$ cat src/rtl/clkmul_pkg.sv
package clkmul_pkg;
  localparam int DATA_W    = 8;
  localparam int CODE_W    = 6;
  localparam int STRAP_W   = 5;
  localparam int EN_BIT    = 2;
  localparam int BAND_BIT  = 6;
  localparam int LOCK_BIT  = 7;

  typedef enum logic [1:0] {
    SEL_NONE = 2'd0,
    SEL_EN   = 2'd1,
    SEL_CFG  = 2'd2
  } rdSel_t;

  typedef struct packed {
    logic   wrEnable;
    logic   wrConfig;
    logic   latchFactor;
    logic   rdStrobe;
    rdSel_t rdSel;
    logic   regMode;
  } ctrlStrobes_t;

  // Round a requested code down to the nearest supported factor.
  function automatic logic [CODE_W-1:0] quantize(input logic [CODE_W-1:0] c);
    logic [CODE_W-1:0] f;
    if      (c >= 6'd42) f = 6'd42;
    else if (c >= 6'd34) f = 6'd34;
    else if (c >= 6'd32) f = 6'd32;
    else if (c >= 6'd30) f = 6'd30;
    else if (c >= 6'd28) f = 6'd28;
    else if (c >= 6'd25) f = 6'd25;
    else if (c >= 6'd24) f = 6'd24;
    else if (c >= 6'd21) f = 6'd21;
    else if (c >= 6'd20) f = 6'd20;
    else if (c >= 6'd18) f = 6'd18;
    else if (c >= 6'd14) f = c;
    else if (c >= 6'd12) f = 6'd12;
    else if (c >= 6'd10) f = 6'd10;
    else if (c == 6'd9)  f = 6'd9;
    else                 f = 6'd8;
    return f;
  endfunction
endpackage

$ cat src/rtl/clkmul_ctrl_fsm.sv
module clkmul_ctrl_fsm
  import clkmul_pkg::*;
#(
  parameter int ADDR_W   = 8,
  parameter logic [ADDR_W-1:0] EN_ADDR  = 'h09,
  parameter logic [ADDR_W-1:0] CFG_ADDR = 'h0A
) (
  input  logic              refClk,
  input  logic              rstN,
  input  logic [ADDR_W-1:0] regAddr,
  input  logic [DATA_W-1:0] regWdata,
  input  logic              regWr,
  input  logic              regRd,
  input  logic              enBit,
  output ctrlStrobes_t      strobes
);
  logic regModeQ;
  logic hitEn;
  logic hitCfg;

  assign hitEn  = (regAddr == EN_ADDR);
  assign hitCfg = (regAddr == CFG_ADDR);

  always_ff @(posedge refClk or negedge rstN) begin
    if (!rstN) regModeQ <= 1'b0;
    else if (regWr || regRd) regModeQ <= 1'b1;
  end

  always_comb begin
    strobes.wrEnable    = regWr && hitEn;
    strobes.wrConfig    = regWr && hitCfg;
    strobes.latchFactor = regWr && hitEn && regWdata[EN_BIT] && !enBit;
    strobes.rdStrobe    = regRd;
    if (hitEn)       strobes.rdSel = SEL_EN;
    else if (hitCfg) strobes.rdSel = SEL_CFG;
    else             strobes.rdSel = SEL_NONE;
    strobes.regMode     = regModeQ;
  end
endmodule

$ cat src/rtl/clkmul_datapath.sv
module clkmul_datapath
  import clkmul_pkg::*;
#(
  parameter int LOCK_CYCLES = 1024,
  localparam int CNT_W = $clog2(LOCK_CYCLES + 1)
) (
  input  logic               refClk,
  input  logic               rstN,
  input  ctrlStrobes_t       strobes,
  input  logic [DATA_W-1:0]  regWdata,
  input  logic [STRAP_W-1:0] strapPins,
  output logic               enBit,
  output logic [DATA_W-1:0]  regRdata,
  output logic [CODE_W-1:0]  effFactor,
  output logic               pllEnable,
  output logic               bandSelEn,
  output logic               bypass,
  output logic               locked
);
  localparam logic [CNT_W-1:0] LOCK_LIM = CNT_W'(LOCK_CYCLES);

  logic [CODE_W-1:0] codeReg;
  logic              bandBit;
  logic [CODE_W-1:0] latchedFactor;
  logic              pinEn;
  logic              pinByp;
  logic [CODE_W-1:0] pinFactor;
  logic [CNT_W-1:0]  lockCnt;
  logic              strapAllOnes;
  logic [DATA_W-1:0] rdMux;

  assign strapAllOnes = &strapPins;

  always_ff @(posedge refClk or negedge rstN) begin
    if (!rstN) begin
      enBit         <= 1'b0;
      codeReg       <= '0;
      bandBit       <= 1'b0;
      latchedFactor <= '0;
      pinEn         <= 1'b0;
      pinByp        <= 1'b0;
      pinFactor     <= '0;
    end else begin
      if (strobes.wrEnable) enBit <= regWdata[EN_BIT];
      if (strobes.wrConfig) begin
        codeReg <= regWdata[CODE_W-1:0];
        bandBit <= regWdata[BAND_BIT];
      end
      if (strobes.latchFactor) latchedFactor <= quantize(codeReg);
      pinEn     <= !strapAllOnes;
      pinByp    <= strapAllOnes;
      pinFactor <= strapAllOnes ? CODE_W'(1) : quantize({1'b0, strapPins});
    end
  end

  always_ff @(posedge refClk or negedge rstN) begin
    if (!rstN)              lockCnt <= '0;
    else if (!pllEnable)    lockCnt <= '0;
    else if (lockCnt != LOCK_LIM) lockCnt <= lockCnt + 1'b1;
  end

  always_comb begin
    unique case (strobes.rdSel)
      SEL_EN:  rdMux = DATA_W'({enBit, 2'b00});
      SEL_CFG: rdMux = {locked, bandBit, codeReg};
      default: rdMux = '0;
    endcase
  end

  always_ff @(posedge refClk or negedge rstN) begin
    if (!rstN)                 regRdata <= '0;
    else if (strobes.rdStrobe) regRdata <= rdMux;
  end

  assign pllEnable = strobes.regMode ? enBit : pinEn;
  assign bypass    = !strobes.regMode && pinByp;
  assign effFactor = strobes.regMode ? latchedFactor : pinFactor;
  assign bandSelEn = bandBit;
  assign locked    = pllEnable && (lockCnt == LOCK_LIM);
endmodule

$ cat src/rtl/clkmul_ctrl.sv
module clkmul_ctrl
  import clkmul_pkg::*;
#(
  parameter int ADDR_W      = 8,
  parameter int LOCK_CYCLES = 1024
) (
  input  logic              refClk,
  input  logic              rstN,
  input  logic [ADDR_W-1:0] regAddr,
  input  logic [7:0]        regWdata,
  input  logic              regWr,
  input  logic              regRd,
  output logic [7:0]        regRdata,
  input  logic [4:0]        strapPins,
  output logic [5:0]        effFactor,
  output logic              pllEnable,
  output logic              bandSelEn,
  output logic              bypass,
  output logic              locked
);
  ctrlStrobes_t strobes;
  logic         enBit;

  clkmul_ctrl_fsm #(
    .ADDR_W  (ADDR_W),
    .EN_ADDR (ADDR_W'('h09)),
    .CFG_ADDR(ADDR_W'('h0A))
  ) u_ctrl (
    .refClk  (refClk),
    .rstN    (rstN),
    .regAddr (regAddr),
    .regWdata(regWdata),
    .regWr   (regWr),
    .regRd   (regRd),
    .enBit   (enBit),
    .strobes (strobes)
  );

  clkmul_datapath #(
    .LOCK_CYCLES(LOCK_CYCLES)
  ) u_dp (
    .refClk   (refClk),
    .rstN     (rstN),
    .strobes  (strobes),
    .regWdata (regWdata),
    .strapPins(strapPins),
    .enBit    (enBit),
    .regRdata (regRdata),
    .effFactor(effFactor),
    .pllEnable(pllEnable),
    .bandSelEn(bandSelEn),
    .bypass   (bypass),
    .locked   (locked)
  );
endmodule

$ cat config.mk
export PLATFORM = sky130hd
export DESIGN_NAME = clkmul_ctrl
export DESIGN_NICKNAME = d
export VERILOG_FILES = /design/src/rtl/clkmul_pkg.sv /design/src/rtl/clkmul_ctrl_fsm.sv /design/src/rtl/clkmul_datapath.sv /design/src/rtl/clkmul_ctrl.sv
export SDC_FILE = /design/constraint.sdc
export NUM_CORES = 1
export LEC_CHECK = 0
export ABC_AREA = 1
export BUFFER_PORTS_ARGS = -buffer_cell sky130_fd_sc_hd__buf_4
export CAP_MARGIN = 10
export CELL_PAD_IN_SITES_DETAIL_PLACEMENT = 1
export CELL_PAD_IN_SITES_GLOBAL_PLACEMENT = 1
export CORE_ASPECT_RATIO = 1.75
export CORE_UTILIZATION = 40
export CTS_CLUSTER_DIAMETER = 80
export DETAILED_ROUTE_END_ITERATION = 16
export PLACE_DENSITY = 0.81
export RECOVER_POWER = 100
export SLEW_MARGIN = 10
export SYNTH_ARGS = -nofsm -noshare
export SYNTH_HDL_FRONTEND = slang
export SYNTH_SLANG_ARGS = --single-unit
$ cat constraint.sdc
create_clock -name refClk -period 3.1 [get_ports refClk]
set_input_delay 0.155 -clock refClk [delete_from_list [all_inputs] [get_ports refClk]]
set_output_delay 0.155 -clock refClk [all_outputs]
set_load 0.005 [all_outputs]
==> impl_metrics.csv <==
group,metric,value,unit
status,run_status,"complete, but fails checks",
status,failed_checks,"DRC",
synth,yosys_warnings,0,
setup_path,critical_path.top_delay_family,"compound AO/OA/AOI/OAI gates",
synth,combinational_family_with_the_most_area_after_synthesis,"simple AND/OR/NAND/NOR gates",
timing,worst_hold_slack_across_all_endpoints,0.0563,ns
timing,timing.final.hold_violations,0,
setup_path,startpoint_type,"flip-flop",
cts,clock_insertion_delay_worst_skew,0.29,ns
routing,via_count,1886,
cts,tritoncts_clock_tree,"built",
layout,layout_common_cells,"nand2_1, dfrtp_1, inv_1, o21ai_0, buf_4",
placed_design,dp_hpwl,4200,um
timing,timing.final.crit_period,2.10,ns
global_route,globalRouteTotalUtil,21.5,%
synth,fraction_of_synthesized_cell_area_in_xor_and_xnor_cells,0,%
die,initial_core_util,41.8,%
timing,worst_slew_pin_slew,0.888,ns
cts,clock_tree.root_cell,"clkbuf_8",
timing,fin_crit_sh,67.9,%
routing,drt_pre_antenna_iters,10,
setup_path,worst-path-max-fanout,9,
die,chipWidth,56.7,um
timing,slew_headroom,40.3,%
placed_design,place_worst_setup_slack,1.58,ns
setup_path,worst_setup_path_type,"reg -> out",
timing,setup_tns,0,ns
placed_design,globalplace.congestion,0.867,
cts,total_clock_buffers_created_by_cts,5,
routing,met3RoutedLength,112,um
synth,syn-mean-instance-area,8.03,um^2
setup_path,timing.critical_path.arrival,1.95,ns
setup_path,path_cells,"o21ai_0 > inv_4 > nand3_1 > inv_1 > clkbuf_4",
die,pin_count,43,
cts,cts.sink_count,41,
synth,syn_area,2100,um^2
synth,seq_area_frac_synth,48.9,%
routing,mean_routed_wirelength_per_cell,14.8,um
synth,ys_ff_latch,41,
setup_path,worstPathRequired,2.94,ns
die,floorplan.core_area,5020,um^2
setup_path,critical_path_sink_type,"output pin",
setup_path,cp_slowest_cell,"o21ai_0",
layout,finish.net_count,333,
power_and_ir_drop,power.leakage,0.00124,uW
worst_hold_path,worstHoldPathCells,2,
routing,totalWireLength,5350,um
power_and_ir_drop,ir_worst_vdd,302,uV
synth,synthesis.instances,261,
routing,ant_nets,0,
routing,vias_per_cell,5.22,
layout,final_common_cell,"nand2_1",
global_route,antenna_violations_before_repair,0,
layout,n_antenna_cell,0,
synth,synth.area.mux_share,0,%
synth,synth_net_count,288,
synth,synth_simple_gate_area_share,28.8,%
worst_hold_path,timing.hold.worst.class,"in -> reg",
timing,post-route-worst-setup-slack,0.996,ns
routing,routedLengthMet1,2030,um
timing,final-setup-viol-count,0,
synth,post_synth_num_cell_types,28,
cts,post_cts.resized_instances,0,
die,fp.dieArea,5550,um^2
routing,wl_met2,3090,um
die,die_height,97.8,um
routing,highest-signal-layer,"met4",
cts,cts.reportedPaths.clkPinSlew,0.08,ns
routing,drt_first_iter_violations,32,
synth,area_fraction_in_compound_gates_after_synthesis,12.4,%
global_route,first_global_vias,2005,
routing,post-route-drc-count,4,
power_and_ir_drop,power_per_cell_area,495,nW/um^2
layout,finalNonFillerCells,361,
timing,rsz0062_at_grt,"no",
global_route,grt_max_degree,42,
cts,cts.repair_timing.setup_buffer_count,0,
placed_design,portBuffers,41,
timing,max_clk_rate,475,MHz
setup_path,worst-path-stages,5,
setup_path,critical_path_buf_inv_count,3,
synth,adder_cell_share_of_the_synthesized_area,1.19,%
layout,nFillCells,635,
layout,synthToLayoutAreaGrowth,18.9,%
cts,htreeDepth,2,
placed_design,post-place-cells,352,
global_route,wire_length_of_the_first_global_routing_pass,9240,um
timing,timing.clock.skew,0.00388,ns
die,placement_rows,34,
run,cap_viol_max_count,0,
timing,finalMaxSlewViolations,0,
setup_path,worst_path_largest_cell_delay,0.67,ns
global_route,overflow_left_after_global_routing,0,
layout,fin_util,49.7,%
layout,final_layout_size_suffix_gt1_share,20.2,%
setup_path,worst-r2r-cell-count,4,
cts,cts_max_path_buffers,2,
## routing by layer
layer  up-vias  track usage, %
met2        30            41.9
met5         -               0
met4         0            8.07
met1       914            22.2
met3        12            3.31
li1        930               -
## area by class of cell
cell class,count,area (um^2),area share [%]
repair buffers,42,314,12.6
well taps,54,67.6,2.71
clock inverters,2,10.0,0.401
flip-flops and latches,41,1030,41.1
clock buffers,6,72.6,2.91
inverters,41,156,6.27
multi-input cells,175,847,34.0
## state kept, by name, summed over array words and instances (netlist names)
| signal | cells |
|---|---|
| u_dp.bandSelEn | 1 |
| u_dp.enBit | 1 |
| u_ctrl.regModeQ | 1 |
| u_dp.pinEn | 1 |
| u_dp.lockCnt | 11 |
| u_dp.pinByp | 1 |
| u_dp.latchedFactor | 6 |
| u_dp.pinFactor | 5 |
| u_dp.codeReg | 6 |
| u_dp.regRdata | 8 |
## kinds of logic (layout without fill, tap and decap cells)
kind of cell               count (synthesis)  after routing
buffers and inverters                     45             91
DFF                                       41             41
AOI/OAI and AO/OA                         47             47
and+or+nand+nor                          126            126
adders and majority gates                  2              2
## cell usage after synthesis
cell	count	area share [%]
a211oi_1	3	1.1
a21oi_1	9	2.1
buf_2	3	0.72
buf_6	1	0.54
clkinv_1	1	0.18
dfrtp_1	41	49
ha_1	2	1.2
inv_1	33	5.9
inv_2	6	1.1
inv_4	1	0.30
nand2_1	68	12
nand3_1	16	3.8
nand3_2	4	1.9
nand4_1	3	0.90
nor2_1	15	2.7
nor2_2	5	1.5
nor2_4	3	1.6
nor3_1	8	1.9
nor3_2	2	0.95
nor4_4	1	1.0
o211ai_1	2	0.72
o21ai_0	14	3.3
o21ai_1	15	3.6
o21ai_2	1	0.42
o21bai_1	1	0.36
o221ai_1	1	0.42
o31ai_1	1	0.36
or2_2	1	0.30
## metrics by stage
stage                     power (uW)  instance area, um^2
after CTS                       1260                 2540
final                           1230                 2490
after global routing            1310                 2490
after global placement           899                 2450
after floorplan                  819                 2100
after detailed placement         918                 2450
## worst register-to-register path, cell delays in order (launching register included)
cell	delay, ns
dfrtp_1	0.46
o21ai_0	0.67
inv_4	0.13
nand3_1	0.21
o21ai_0	0.11
## where the power goes
| group | internal [uW] | switching, uW |
|---|---|---|
| Sequential | 590 | 55.8 |
| Combinational | 95.3 | 149 |
| Clock | 156 | 187 |
## repair_timing
action / CTS / global route
endpoints found under the setup margin: 0 / 0
hold buffers: 1 / 0
hold endpoints to repair: 41 / 0
## worst paths after layout
check,start,to,slack [ns]
worst max-delay path,u_ctrl.regModeQ,locked,1.0
worst min-delay path,strapPins[4],u_dp.pinFactor[3],0.06
worst max register to register,u_ctrl.regModeQ,u_dp.lockCnt[1],1.40
worst min register to register,u_dp.regRdata[6],u_dp.regRdata[6],0.49
max in group asynchronous,rstN,u_dp.lockCnt[10],2.34
min in group asynchronous,rstN,u_dp.regRdata[7],0.38
No activity file was read; power rests on OpenSTA's default activity.
